### src/rtl/resp_tx_pkg.sv
`timescale 1ns/1ps
package resp_tx_pkg;

   typedef enum logic {
      RTX_ACK_ONLY = 1'b0,
      RTX_READ     = 1'b1
   } rtx_kind_e;

   // Number of bits in a frame of the given kind
   function automatic int unsigned rtx_frame_bits(rtx_kind_e k, int unsigned dw);
      return (k == RTX_READ) ? dw + 2 : 1;
   endfunction

endpackage

### src/rtl/rtx_bit_timer.sv
`timescale 1ns/1ps
module rtx_bit_timer #(
   parameter int unsigned BIT_CYC = 150000,
   parameter int unsigned MID_POS = 97500
) (
   input  logic clk,
   input  logic rst_n,
   input  logic restart,
   input  logic run,
   output logic mid_hit,
   output logic end_hit
);
   localparam int unsigned CW = (BIT_CYC > 1) ? $clog2(BIT_CYC) : 1;
   localparam logic [CW-1:0] LAST_CNT = CW'(BIT_CYC - 1);
   localparam logic [CW-1:0] MID_CNT  = CW'(MID_POS - 1);

   if (MID_POS < 1 || MID_POS >= BIT_CYC) begin : g_bad_mid
      $error("rtx_bit_timer: MID_POS must lie inside the bit period");
   end

   logic [CW-1:0] cnt_q;

   always_ff @(posedge clk or negedge rst_n) begin
      if (!rst_n) begin
         cnt_q <= '0;
      end else if (restart) begin
         cnt_q <= '0;
      end else if (run) begin
         if (cnt_q == LAST_CNT) cnt_q <= '0;
         else                   cnt_q <= cnt_q + 1'b1;
      end
   end

   assign end_hit = run && !restart && (cnt_q == LAST_CNT);
   assign mid_hit = run && !restart && (cnt_q == MID_CNT);

   // the cycle counter never leaves the bit period
   a_r5_cnt_bound: assert property (@(posedge clk) disable iff (!rst_n)
      cnt_q <= LAST_CNT);

   // a bit end wraps the counter back to the start of the next bit
   a_r5_wrap: assert property (@(posedge clk) disable iff (!rst_n)
      end_hit |=> (cnt_q == '0));

endmodule

### src/rtl/rtx_frame_reg.sv
`timescale 1ns/1ps
module rtx_frame_reg
   import resp_tx_pkg::*;
#(
   parameter int unsigned DATA_W     = 14,
   parameter bit          PARITY_ODD = 1'b0
) (
   input  logic              clk,
   input  logic              rst_n,
   input  logic              load,
   input  rtx_kind_e         kind,
   input  logic [DATA_W-1:0] data,
   input  logic              advance,
   output logic              cur_bit,
   output logic              last_bit
);
   localparam int unsigned FW = DATA_W + 2;
   localparam int unsigned LW = $clog2(FW + 1);

   if (DATA_W < 1) begin : g_bad_dw
      $error("rtx_frame_reg: DATA_W must be at least 1");
   end

   logic par;
   if (PARITY_ODD) begin : g_par_odd
      assign par = ~^data;
   end else begin : g_par_even
      assign par = ^data;
   end

   logic [FW-1:0] sh_q;
   logic [LW-1:0] left_q;

   always_ff @(posedge clk or negedge rst_n) begin
      if (!rst_n) begin
         sh_q   <= '0;
         left_q <= '0;
      end else if (load) begin
         sh_q   <= {1'b0, data, par};
         left_q <= LW'(rtx_frame_bits(kind, DATA_W));
      end else if (advance && left_q != '0) begin
         sh_q   <= {sh_q[FW-2:0], 1'b0};
         left_q <= left_q - 1'b1;
      end
   end

   assign cur_bit  = sh_q[FW-1];
   assign last_bit = (left_q == LW'(1));

   // an acknowledge-only load leaves a single bit to send
   a_r4_ack_len: assert property (@(posedge clk) disable iff (!rst_n)
      (load && kind == RTX_ACK_ONLY) |=> last_bit);

   // the first bit of every frame is a zero acknowledge
   a_r6_ack_zero: assert property (@(posedge clk) disable iff (!rst_n)
      load |=> !cur_bit);

endmodule

### src/rtl/rtx_pin_drv.sv
`timescale 1ns/1ps
module rtx_pin_drv #(
   parameter bit IDLE_LVL = 1'b1
) (
   input  logic clk,
   input  logic rst_n,
   input  logic flip,
   output logic pin
);
   always_ff @(posedge clk or negedge rst_n) begin
      if (!rst_n)    pin <= IDLE_LVL;
      else if (flip) pin <= ~pin;
   end
endmodule

### src/rtl/resp_tx.sv
`timescale 1ns/1ps
module resp_tx
   import resp_tx_pkg::*;
#(
   parameter int unsigned DATA_W     = 14,
   parameter int unsigned BIT_CYC    = 150000,
   parameter int unsigned MID_PCT    = 65,
   parameter bit          PARITY_ODD = 1'b0
) (
   input  logic              clk,
   input  logic              rst_n,
   input  logic              start_i,
   input  logic              kind_i,
   input  logic [DATA_W-1:0] data_i,
   output logic              pin_o,
   output logic              busy_o
);
   localparam int unsigned MID_POS = (BIT_CYC * MID_PCT) / 100;

   if (MID_PCT < 50 || MID_PCT > 80) begin : g_bad_pct
      $error("resp_tx: MID_PCT must be within 50..80");
   end
   if (BIT_CYC < 8) begin : g_bad_cyc
      $error("resp_tx: BIT_CYC too small");
   end

   logic accept, mid_hit, end_hit, cur_bit, last_bit, flip, busy_q;

   assign accept = start_i && !busy_q;

   rtx_bit_timer #(.BIT_CYC(BIT_CYC), .MID_POS(MID_POS)) u_timer (
      .clk     (clk),
      .rst_n   (rst_n),
      .restart (accept),
      .run     (busy_q),
      .mid_hit (mid_hit),
      .end_hit (end_hit)
   );

   rtx_frame_reg #(.DATA_W(DATA_W), .PARITY_ODD(PARITY_ODD)) u_frame (
      .clk      (clk),
      .rst_n    (rst_n),
      .load     (accept),
      .kind     (rtx_kind_e'(kind_i)),
      .data     (data_i),
      .advance  (end_hit),
      .cur_bit  (cur_bit),
      .last_bit (last_bit)
   );

   always_ff @(posedge clk or negedge rst_n) begin
      if (!rst_n)                    busy_q <= 1'b0;
      else if (accept)               busy_q <= 1'b1;
      else if (end_hit && last_bit)  busy_q <= 1'b0;
   end

   assign flip = accept || end_hit || (mid_hit && cur_bit);

   rtx_pin_drv #(.IDLE_LVL(1'b1)) u_pin (
      .clk   (clk),
      .rst_n (rst_n),
      .flip  (flip),
      .pin   (pin_o)
   );

   assign busy_o = busy_q;

   // no activity on the line while idle
   a_r2_idle_hold: assert property (@(posedge clk) disable iff (!rst_n)
      (!busy_o && !start_i) |=> $stable(pin_o));

   // an accepted strobe toggles the line and sets busy
   a_r3_start_edge: assert property (@(posedge clk) disable iff (!rst_n)
      (start_i && !busy_o) |=> (busy_o && pin_o != $past(pin_o)));

   // during a frame the line moves only at mid or end positions
   a_r6_quiet_between: assert property (@(posedge clk) disable iff (!rst_n)
      (busy_o && !mid_hit && !end_hit) |=> $stable(pin_o));

   // busy drops together with the final toggle
   a_r8_fall_with_edge: assert property (@(posedge clk) disable iff (!rst_n)
      $fell(busy_o) |-> (pin_o != $past(pin_o)));

   // a stray strobe does not end or restart a frame early
   a_r9_stray_start: assert property (@(posedge clk) disable iff (!rst_n)
      (busy_o && start_i && !end_hit) |=> busy_o);

endmodule

### config.mk
export PLATFORM = sky130hd
export DESIGN_NAME = resp_tx
export DESIGN_NICKNAME = d
export VERILOG_FILES = /design/src/rtl/resp_tx_pkg.sv /design/src/rtl/rtx_bit_timer.sv /design/src/rtl/rtx_frame_reg.sv /design/src/rtl/rtx_pin_drv.sv /design/src/rtl/resp_tx.sv
export SDC_FILE = /design/constraint.sdc
export NUM_CORES = 1
export LEC_CHECK = 0
export BUFFER_PORTS_ARGS = -buffer_cell sky130_fd_sc_hd__buf_2
export CORE_ASPECT_RATIO = 1.2
export CORE_MARGIN = 4
export CORE_UTILIZATION = 45
export DETAILED_ROUTE_END_ITERATION = 10
export PLACE_DENSITY = 0.67
export RECOVER_POWER = 100
export REMOVE_ABC_BUFFERS = 1
export SYNTH_ARGS = -nofsm -noshare
export SYNTH_HDL_FRONTEND = slang
export SYNTH_SLANG_ARGS = --single-unit
### constraint.sdc
create_clock -name clk -period 4.8 [get_ports clk]
set_input_delay 0.24 -clock clk [delete_from_list [all_inputs] [get_ports clk]]
set_output_delay 0.24 -clock clk [all_outputs]
set_load 0.01 [all_outputs]
==> flow_metrics.py <==
metrics = {
    "outcome": {
        "outcome": "complete, but fails checks",
        "failed_checks": "max-capacitance violations, max-slew violations",
    },
    "worst_setup_path": {
        "critical_path.endpoint_type": "flip-flop",
        "crit_path_top_delay_cell": "sky130_fd_sc_hd__o2111a_1",
        "timing.critical_path.arrival_ns": 3.13,
        "worst_setup_path_start_kind": "flip-flop",
        "critical_path_class": "reg2reg",
        "highest_fanout_seen_on_the_critical_path": 22,
        "critical_path_cell_by_cell": "ha_1 -> nand4b_2 -> nor4_1 -> o2111a_1 -> nor2_1 -> a21o_1",
        "worst-r2r-setup-slack_ns": 1.85,
        "crit-reg2reg-capture": "u_frame.sh_q[2]",
        "startpoint": "u_timer.cnt_q[0]",
        "critical_path.reg2reg.startpoint": "u_timer.cnt_q[0]",
        "cp_num_cells": 6,
        "max_stage_delay_ns": 0.78,
        "critical_path_required_ns": 4.98,
        "critPathBufInv": 0,
        "timing.reg2reg.worst_path_depth": 6,
        "worst_path_dominant_cell_family": "simple AND/OR/NAND/NOR gates",
        "worst_setup_path_endpoint": "u_frame.sh_q[2]",
    },
    "timing": {
        "final_setup_violation_count": 0,
        "finalMaxSlewViolations": 42,
        "relative_slew_margins_pct": -44.3,
        "timing_hold_violations_final": 0,
        "grt_setup_unrepaired": "false",
        "max_freq_mhz": 339,
        "period_share_pct": 61.4,
        "totalNegativeSetupSlack_ns": 0,
        "layout_min_cycle_time_ns": 2.95,
        "worst_pin_slew_ns": 2.17,
        "timing.clock.skew_ns": 0.00691,
    },
    "route": {
        "routed_via_density": 5.80,
        "routed-via-count": 1758,
        "drt_first_pass_iters": 4,
        "dr.first_iter.drc_count": 106,
        "routed_wire_length_per_instance_um": 15.1,
        "drt-total-wl_um": 4590,
        "antenna_left": 0,
        "route.detailed.drc": 0,
    },
    "clock_network": {
        "cts_resized": 0,
        "htree_levels": 2,
        "insertion_delay_ns": 0.29,
        "cts.clk_slew.worst_paths_ns": 0.08,
        "post-cts-setup-buffers": 0,
        "cts-hold-fix-buffers": 0,
        "ctsRootBufferMaster": "sky130_fd_sc_hd__clkbuf_8",
        "cts_buffer_depth": 2,
        "cts_inserted_buffers": 5,
        "cts.sinks": 41,
        "tritoncts": "yes",
    },
    "layout": {
        "post_route_cells_drive_above_1_share_pct": 11.4,
        "postLayoutCellArea_um2": 2420,
        "area_growth_synth_to_finish_pct": 7.37,
        "num_antenna_cells": 0,
        "finish.net_count": 265,
        "filler_cell_count": 439,
        "finish.utilization_pct": 51.2,
    },
    "min_path": {
        "whs_path_depth": 2,
        "hp-class": "in2reg",
    },
    "floorplanning": {
        "rows": 27,
        "io-pin-count": 20,
        "chipHeight_um": 85.6,
        "initial_utilization_pct": 47.7,
        "core_area_um2": 4730,
        "die-width_um": 72.7,
        "area_of_the_die_um2": 6220,
    },
    "synthesis": {
        "synthDistinctLibCells": 48,
        "yosysWarningCount": 0,
        "ys_dominant_reg_cell": "sky130_fd_sc_hd__dfrtp_1",
        "average_footprint_of_a_synthesized_cell_um2": 9.94,
        "post_synthesis_instance_area_um2": 2260,
        "synth-async-reset-ratio_pct": 100,
        "yosys_register_bits": 41,
        "synthesis.instances": 227,
        "synth_sequential_area_ratio_pct": 45.5,
        "synth-edff-count": 0,
    },
    "grt": {
        "grt_start_max_net_pins": 42,
        "gr-usage-met1_pct": 20.1,
        "grt_util_met2_pct": 26.6,
        "grt.overflow.total": 0,
        "globalRouteTotalUtil_pct": 15.8,
        "global_routing_met3_resource_utilization_pct": 2.70,
        "grt_pass1_wl_um": 7960,
        "grt-busiest-layer": "met2",
        "grt_pass1_vias": 1794,
        "initial_antenna_violation_count": 0,
    },
    "power_and_ir_drop": {
        "total_power_uw": 897,
        "power.density_nw_per_um2": 370,
        "leakage_nw": 1.15,
        "max-vdd-ir-drop_mv": 0.189,
    },
    "placed_design": {
        "buffer_ports.inserted": 19,
        "place_hpwl_um": 3210,
        "place.gp.congestion": 0.791,
        "placed_cell_area_um2": 2370,
    },
    "job": {
        "maxCapViolCount": 1,
    },
}
-- per-layer routing --
metal / vias to the layer above / wire (µm)
li1: 874 / -
met5: - / 0
met4: 0 / 50
met3: 4 / 154
met1: 856 / 2150
met2: 24 / 2230
-- state kept, by name, indices dropped and copies added (netlist names) --
name and count:
busy_o 1, u_timer.cnt_q 18, u_frame.left_q 5, u_frame.sh_q 16
u_pin.pin 1
-- stage by stage --
| step | worst slack (ns) | hold slack (ns) | std cells |
|---|---|---|---|
| 2_1_floorplan | 2.65 | -0.0556 | 217 |
| 3_3_place_gp | 2.54 | 0.420 | 295 |
| 3_5_place_dp | 2.47 | 0.427 | 295 |
| 4_1_cts | 2.48 | 0.110 | 303 |
| 5_1_grt | 1.57 | 0.176 | 303 |
| 6_report | 1.85 | 0.176 | 303 |
-- cell type report --
type / instances / area, µm² / area share, %
Clock buffer: 5 / 68.8 / 2.84
Clock inverter: 3 / 17.5 / 0.723
Inverter: 11 / 41.3 / 1.70
Multi-Input combinational cell: 165 / 1100 / 45.4
Sequential cell: 41 / 1030 / 42.4
Tap cell: 58 / 72.6 / 2.99
Timing Repair Buffer: 20 / 96.3 / 3.98
-- cells in the mapped netlist (2+ instances only) --
cell type | n | area, µm²
sky130_fd_sc_hd__dfrtp_1 | 40 | 1000
sky130_fd_sc_hd__a22o_1 | 16 | 140
sky130_fd_sc_hd__a21o_1 | 15 | 113
sky130_fd_sc_hd__nand2_1 | 15 | 56.3
sky130_fd_sc_hd__a21oi_1 | 14 | 70.1
sky130_fd_sc_hd__o21ai_0 | 12 | 60.1
sky130_fd_sc_hd__xnor2_1 | 12 | 105
sky130_fd_sc_hd__inv_1 | 11 | 41.3
sky130_fd_sc_hd__a31oi_1 | 9 | 56.3
sky130_fd_sc_hd__nand3_1 | 9 | 45.0
sky130_fd_sc_hd__nor2_1 | 8 | 30.0
sky130_fd_sc_hd__nor3_1 | 6 | 30.0
sky130_fd_sc_hd__or3_1 | 6 | 37.5
sky130_fd_sc_hd__nand4_1 | 5 | 31.3
sky130_fd_sc_hd__nand2b_1 | 4 | 25.0
sky130_fd_sc_hd__and3_1 | 3 | 18.8
sky130_fd_sc_hd__clkbuf_1 | 3 | 11.3
sky130_fd_sc_hd__ha_1 | 3 | 37.5
sky130_fd_sc_hd__o22ai_1 | 3 | 18.8
sky130_fd_sc_hd__buf_2 | 2 | 10.0
sky130_fd_sc_hd__buf_6 | 2 | 22.5
sky130_fd_sc_hd__nor4_4 | 2 | 42.5
sky130_fd_sc_hd__xor2_1 | 2 | 17.5
-- how the worst min path moves through the flow --
| stage | start | to | slack [ns] |
|---|---|---|---|
| floorplan | rst_n | busy_o | -0.06 |
| global placement | rst_n | u_frame.left_q[2] | 0.42 |
| detailed placement | rst_n | u_frame.left_q[2] | 0.43 |
| CTS | rst_n | u_timer.cnt_q[9] | 0.11 |
| global route | kind_i | u_frame.left_q[4] | 0.18 |
| finish | kind_i | u_frame.left_q[4] | 0.18 |
-- report_power, final --
group,switching (mW),total [mW],internal (mW)
clock network,0.120,0.221,0.100
logic,0.0896,0.176,0.0868
registers,0.0837,0.499,0.416
-- logic make-up (layout without fill, tap and decap cells) --
logic type | after synthesis | in the layout | synth area share [%]
AO/OA/AOI/OAI | 79 | 79 | 24.6
AND/OR/NAND/NOR | 69 | 69 | 18.3
flip-flops | 41 | 41 | 45.5
buffers and inverters | 21 | 39 | 4.49
XOR/XNOR | 14 | 14 | 5.43
adder cells (fa/ha/maj) | 3 | 3 | 1.66
-- cells in the final DEF, fill, tap and decap left out, drive strengths merged, types with 2 or more instances in the layout --
cell and count:
a21oi 15, or3 6, a31oi 9, nand4 5, clkinv 2, nand2b 4, nor3 6, clkbuf 8
o22ai 3, xnor2 12, ha 3, o21ai 12, nand3 9, nand2 15, a22o 16, xor2 2
buf 17, nor2 9, and3 3, dfrtp 40, nor4 3, a21o 15, inv 11
Note: power is estimated with default switching activity, not from simulation.
